File: src/rtl/xcvr_pkg.sv
package xcvr_pkg;

    typedef enum logic [1:0] {
        MODE_ISOLATE = 2'd0,
        MODE_DRIVE_B = 2'd1,
        MODE_DRIVE_A = 2'd2
    } port_mode_e;

endpackage

File: src/rtl/xcvr_strobe_edge.sv
module xcvr_strobe_edge (
    input  logic clk,
    input  logic rst,
    input  logic strobe,
    output logic fire
);
    logic prev_q;

    // Held high in reset so a strobe already high at release is not an edge.
    always_ff @(posedge clk) begin
        if (rst) prev_q <= 1'b1;
        else     prev_q <= strobe;
    end

    assign fire = strobe & ~prev_q & ~rst;
endmodule

File: src/rtl/xcvr_store_reg.sv
module xcvr_store_reg #(
    parameter int WIDTH = 8
) (
    input  logic             clk,
    input  logic             rst,
    input  logic             load,
    input  logic [WIDTH-1:0] d,
    output logic [WIDTH-1:0] q
);
    always_ff @(posedge clk) begin
        if (rst)       q <= '0;
        else if (load) q <= d;
    end
endmodule

File: src/rtl/xcvr_path_mux.sv
module xcvr_path_mux #(
    parameter int WIDTH  = 8,
    parameter bit INVERT = 1'b0
) (
    input  logic             use_stored,
    input  logic [WIDTH-1:0] live,
    input  logic [WIDTH-1:0] stored,
    output logic [WIDTH-1:0] drive
);
    logic [WIDTH-1:0] pick;

    assign pick = use_stored ? stored : live;

    generate
        if (INVERT) begin : g_inv
            assign drive = ~pick;
        end else begin : g_true
            assign drive = pick;
        end
    endgenerate
endmodule

File: src/rtl/xcvr_reg_bus.sv
module xcvr_reg_bus
    import xcvr_pkg::*;
#(
    parameter int WIDTH  = 8,
    parameter bit INVERT = 1'b0
) (
    input  logic             clk,
    input  logic             rst,
    input  logic             oe_n,
    input  logic             dir,
    input  logic             strobe_ab,
    input  logic             strobe_ba,
    input  logic             sel_ab,
    input  logic             sel_ba,
    input  logic [WIDTH-1:0] a_in,
    output logic [WIDTH-1:0] a_out,
    output logic [WIDTH-1:0] a_oe,
    input  logic [WIDTH-1:0] b_in,
    output logic [WIDTH-1:0] b_out,
    output logic [WIDTH-1:0] b_oe
);
    localparam logic [WIDTH-1:0] ALL_ON = {WIDTH{1'b1}};

    logic             load_ab, load_ba;
    logic [WIDTH-1:0] reg_ab, reg_ba;
    port_mode_e       mode;

    xcvr_strobe_edge u_edge_ab (.clk(clk), .rst(rst), .strobe(strobe_ab), .fire(load_ab));
    xcvr_strobe_edge u_edge_ba (.clk(clk), .rst(rst), .strobe(strobe_ba), .fire(load_ba));

    xcvr_store_reg #(.WIDTH(WIDTH)) u_reg_ab (
        .clk(clk), .rst(rst), .load(load_ab), .d(a_in), .q(reg_ab));
    xcvr_store_reg #(.WIDTH(WIDTH)) u_reg_ba (
        .clk(clk), .rst(rst), .load(load_ba), .d(b_in), .q(reg_ba));

    xcvr_path_mux #(.WIDTH(WIDTH), .INVERT(INVERT)) u_mux_b (
        .use_stored(sel_ab), .live(a_in), .stored(reg_ab), .drive(b_out));
    xcvr_path_mux #(.WIDTH(WIDTH), .INVERT(INVERT)) u_mux_a (
        .use_stored(sel_ba), .live(b_in), .stored(reg_ba), .drive(a_out));

    // Port mode decode
    always_comb begin
        unique case ({oe_n, dir})
            2'b01:   mode = MODE_DRIVE_B;
            2'b00:   mode = MODE_DRIVE_A;
            default: mode = MODE_ISOLATE;
        endcase
    end

    // Enables from mode
    always_comb begin
        a_oe = '0;
        b_oe = '0;
        unique case (mode)
            MODE_DRIVE_A: a_oe = ALL_ON;
            MODE_DRIVE_B: b_oe = ALL_ON;
            default: ;
        endcase
    end
endmodule

File: config.mk
export PLATFORM = sky130hd
export DESIGN_NAME = xcvr_reg_bus
export DESIGN_NICKNAME = d
export VERILOG_FILES = /design/src/rtl/xcvr_pkg.sv /design/src/rtl/xcvr_strobe_edge.sv /design/src/rtl/xcvr_store_reg.sv /design/src/rtl/xcvr_path_mux.sv /design/src/rtl/xcvr_reg_bus.sv
export SDC_FILE = /design/constraint.sdc
export NUM_CORES = 1
export LEC_CHECK = 0
export BUFFER_PORTS_ARGS = -buffer_cell sky130_fd_sc_hd__buf_2
export CAP_MARGIN = 20
export CORE_ASPECT_RATIO = 1.75
export CORE_MARGIN = 8
export CORE_UTILIZATION = 45
export DETAILED_ROUTE_END_ITERATION = 7
export GPL_TIMING_DRIVEN = 0
export PLACE_DENSITY = 0.81
export SYNTH_ARGS = -nofsm -noshare
export SYNTH_HDL_FRONTEND = slang
export SYNTH_SLANG_ARGS = --single-unit
File: constraint.sdc
create_clock -name clk -period 1.1 [get_ports clk]
set_input_delay 0.165 -clock clk [delete_from_list [all_inputs] [get_ports clk]]
set_output_delay 0.165 -clock clk [all_outputs]
set_load 0.05 [all_outputs]
# --- Word-level counts from Yosys, hierarchy flattened ---
# Index checks and enable logic that the tools add are counted.
totals:
  in_bits: 24
  reg_bits: 18
op_classes:
  reduce_logical: 1
  bitwise_logic: 7
  mux: 5
  eq_ne: 3
ops:
  columns: ["cell", "n"]
  rows:
  - ["8-bit two-way mux", 4]
  - ["1-bit bitwise AND", 4]
  - ["2-bit by 1-bit == test with 1-bit output (second input constant)", 2]
  - ["2-bit case mux with 2 select lines", 1]
  - ["1-bit NOT", 3]
  - ["2-bit == test (second input constant)", 1]
  - ["2-bit logical NOT", 1]

# --- Longest topological paths before layout ---
depth:
  ltp_word: 4
  ltp_mapped: 3
  depth_no_buf: 2

# --- Modules after synthesis ---
# Synthesis repeated with hierarchy kept, for this count alone.
hier_totals:
  cells_unflattened: 92
  hier_area_um2: 1033.5
by_module_without_submodules:
  columns: ["module", "seq_area_each_um2", "instances", "area_each_um2", "cells_per_inst"]
  rows:
  - ["xcvr_store_reg", 160.2, 2, 285.3, 26]
  - ["xcvr_path_mux", 0.0, 2, 131.4, 9]
  - ["xcvr_reg_bus", 0.0, 1, 122.6, 16]
  - ["xcvr_strobe_edge", 20.0, 2, 38.8, 3]

# --- Least setup slack after synthesis ---
# OpenSTA, ideal clock, no wires.
synth_timing:
  path_kind: "input -> output"
  start: "input dir"
  end: "output b_oe[1]"
  arrival_ns: 1.452
  stages: 2
  required_time_ns: 0.935
  setup_slack_ns: -0.517
  cell_sequence: "nor2b_1 > buf_4"
synth_via:
  elab_chain_len: 4
  elab_cells_between_ends: 5
  classes_between: "2 x eq/ne; 2 x mux; 1 x reduce/logical"
synth_rtl:
  columns: ["element", "line_no", "text"]
  rows:
  - ["start, declared", "xcvr_reg_bus.sv:10", "input logic dir,"]
  - ["2-bit by 1-bit == test with 1-bit output or 2-bit logical NOT (tied branches)", "xcvr_reg_bus.sv:43", "unique case ({oe_n, dir})"]
  - ["2-bit case mux with 2 select lines (*)", "xcvr_reg_bus.sv:43", null]
  - ["2-bit by 1-bit == test with 1-bit output (*)", "xcvr_reg_bus.sv:54", "unique case (mode)"]
  - ["8-bit two-way mux (*)", "xcvr_reg_bus.sv:54", null]
  - ["end, declared", "xcvr_reg_bus.sv:20", "output logic [WIDTH-1:0] b_oe"]
# Every way passes the cells marked *; elsewhere a longest branch is shown, timed or not.

# --- Worst setup path in the final report ---
layout_timing:
  start: "register u_reg_ab.q[6]"
  end: "output b_out[6]"
layout_via:
  elab_chain_len: 1
layout_rtl:
  columns: ["element", "line_no", "text"]
  rows:
  - ["start, declared", "xcvr_store_reg.sv:8", "output logic [WIDTH-1:0] q"]
  - ["start signal, assigned", "xcvr_store_reg.sv:11", "if (rst) q <= '0;"]
  - ["start signal, assigned", "xcvr_store_reg.sv:12", "else if (load) q <= d;"]
  - ["8-bit two-way mux", "xcvr_path_mux.sv:12", "assign pick = use_stored ? stored : live;"]
  - ["end, declared", "xcvr_reg_bus.sv:19", "output logic [WIDTH-1:0] b_out,"]
# No other way between the ends.

==> metrics.md <==
| Metric | Value |
|---|---|
| Outcome | complete, but fails checks |
| Failing checks | setup timing |
| Final hold violation count | 0 |
| Drt drc | 0 |
| Pins over their slew limit | 0 |
| Largest family of logic cells by synthesized area | simple AND/OR/NAND/NOR gates |
| Commonest non-fill, non-tap cells in the layout | buf_2, buf_4 |
| Distinct cells, synth | 13 |
| DP HPWL | between 2000 and 2500 um |
| Max_slew headroom | 76.0% |
| Cts hold-fix bufs | 0 |
| Worst Path Max Fanout | 2 |
| # fillers | 170 |
| Input/output buffers | 53 |
| Maxcap violations | 0 |
| Pwr dens | approximately 1100 nW/um^2 |
| Avg Vias per Cell | 5.19 |
| Clk_lat worst skew | 250 ps |
| Fmax | 858 MHz |
| Kind of critical path | reg2out |
| CTS Buf Count | 3 |
| # IOs | 56 |
| CP required | 940 ps |
| Per-cell routed wire length | 17.2 um |
| Vias in the first global route | between 1000 and 1500 |
| Routed vias | 1002 |
| Drt pass-1 iters | 4 |
| Reg2reg setup slack | 130 ps |
| Setup violations, final | 16 |
| Mapped Nets | 131 |
| Antenna Violating Nets Remaining | 0 |
| Die height | approximately 81 um |
| M1 GR Usage | 15.6% |
| Reg2reg end | u_reg_ab.q[6] |
| WL final | 3320 um |
| Tot Pwr | approximately 2 mW |
| Met2 usage | 26.5% |
| Clk slew on worst S/H paths | ~70 ps |
| Die Width | around 53 um |
| Seq cells post-synth | 18 |
| Initial Util | a little under half |
| Critical path startpoint category | flop |
| Fin crit period | 1170 ps |
| Layout cells sized above 1 | 72.5% |
| Core area | 2400 sq um |
| Post-synthesis sequential area ratio | roughly 33% |
| Leakage dissipation | 0.817 nW |
| Largest net degree at the start of global routing | 11 |
| CTS tree | yes |
| Multi-input logic area | around 690 sq um |
| Worst hold path stage count | 3 |
| Die ar. | between 4000 and 5000 sq um |
| Drt initial violations | 15 |
| Mux cell area share after synthesis | between 10% and 20% |
| Grt total ovfl | 0 |
| RR Startpoint | u_edge_ab.prev_q |
| Register area | 379 sq um |
| HP Class | in2reg |
| Post-Route Skew | 0.804 ps |
| First-pass GRT wire length | 5020 um |
| CTS root buf | clkbuf_8 |
| Worst VDD drop | 870 uV |
| Critical path capture point type | output port |
| GR Util All Layers | 14.9% |
| Worst hold start | b_in[4] |
| Compound-cell area share of the yosys netlist | under 10% |
| H-tree Lvls | 1 |
| Critical path arrival | 1000 ps |
| Hold_ws | between 150 and 200 ps |
| DP Worst Slack | 0.698 ps |
| Initial antenna violation count | 0 |
| WHS Endpoint | u_reg_ba.q[4] |
| Fin nets | 192 |
| GRT met3 Usage | approximately 4.7% |
| Synth Area in Simple Gates | 29.3% |
| Synth Instances | 107 |
| Mapped Avg Cell Area | 10.3 sq um |
| # diodes | 0 |
| Synth Area in XOR/XNOR | 0% |
| Post-Synthesis Cell Area | 1100 sq um |
| Worst R2R Path Depth | 2 |
| Clock sinks | 18 |
| YS warnings | 0 |
| Adder-cell share of the synthesized area | 0% |
| Commonest non-fill, non-tap cell in the layout | buf_2 |
| Min setup slack post-route | -65.9 ps |
| Most used routing layer | met2 |
| RSZ-0062 raised after global routing | yes |
| Core Rows | 24 |
| Clk buf depth | 2 |
| GPL Wtd Cong | 0.786 |
| Layout area overhead | 58.7% |
| Fin crit share | 106% |
| Slew @ Worst Pin | 360 ps |
[logic make-up (layout without fill, tap and decap cells)]
logic type / after synthesis / in the layout
compound gates: 16 / 16
mux: 16 / 16
buf+inv: 19 / 79
flops: 18 / 18
simple gates: 38 / 38
[worst max-delay path by stage]
stage	startpoint	end	slack (ps)	depth (start not counted)
floorplan	dir	b_oe[1]	110	2
global placement	sel_ab	b_out[7]	10	3
detailed placement	sel_ab	b_out[5]	0.7	3
CTS	u_reg_ab.q[7]	b_out[7]	-70	2
global route	u_reg_ab.q[6]	b_out[6]	-100	2
finish	u_reg_ab.q[6]	b_out[6]	-70	2
[stage by stage]
| step | instances | setup TNS, ps | area, sq um | util (%) |
|---|---|---|---|---|
| floorplan | 107 | 0 | 1120 | - |
| finish | 193 | -902 | 1750 | 72.8 |
| detailed placement | 186 | 0 | 1420 | 58.9 |
| CTS | 193 | -971 | 1730 | 71.8 |
| global route | 193 | -1380 | 1750 | 72.8 |
| global placement | 186 | 0 | 1420 | 58.9 |
[worst max-delay path: stages, from the launching register on]
cell	delay (ps)
dfxtp_2	330
mux2_4	270
buf_8	150
[cell usage after synthesis]
library cell	number	area share (%)
nand2b_1	16	9.1
and2b_4	2	1.8
nor2_1	1	0.34
nor2b_1	1	0.57
clkbuf_1	1	0.34
o21ai_1	8	3.6
dfxtp_1	18	33
buf_4	14	9.5
buf_2	4	1.8
or2_1	2	1.1
nand4bb_1	16	16
mux2_2	16	16
o21ai_2	8	6.4
[power by group]
part           switching [mW]  internal, mW  leakage [nW]
Combinational           0.420         0.316         0.635
Sequential             0.0190         0.680         0.154
Clock                   0.224         0.318        0.0288
[area by class of cell]
cell class	instances	share of cell area (%)
buffer	19	7.37
clock buffer	4	3.15
multi-input combinational	70	39.3
sequential	18	21.7
tap	26	1.86
timing repair buffer	56	26.6
[state kept, by name, indices dropped and copies added, names as in the netlist]
signal and cells:
u_reg_ab.q 8, u_edge_ab.prev_q 1, u_edge_ba.prev_q 1, u_reg_ba.q 8
[routing by layer]
layer / vias up / wire length (um)
met2: 44 / 1800
met1: 465 / 1190
li1: 487 / -
met5: - / 0
met4: 0 / 63
met3: 6 / 276
[timing repair]
| action | CTS | global route |
|---|---|---|
| hold endpoints to repair | 0 | 0 |
| setup endpoints to repair | 16 | 23 |
| buffers inserted | 3 | 0 |
| gates resized for setup | 74 | 12 |
No activity file was read; power rests on OpenSTA's default activity.
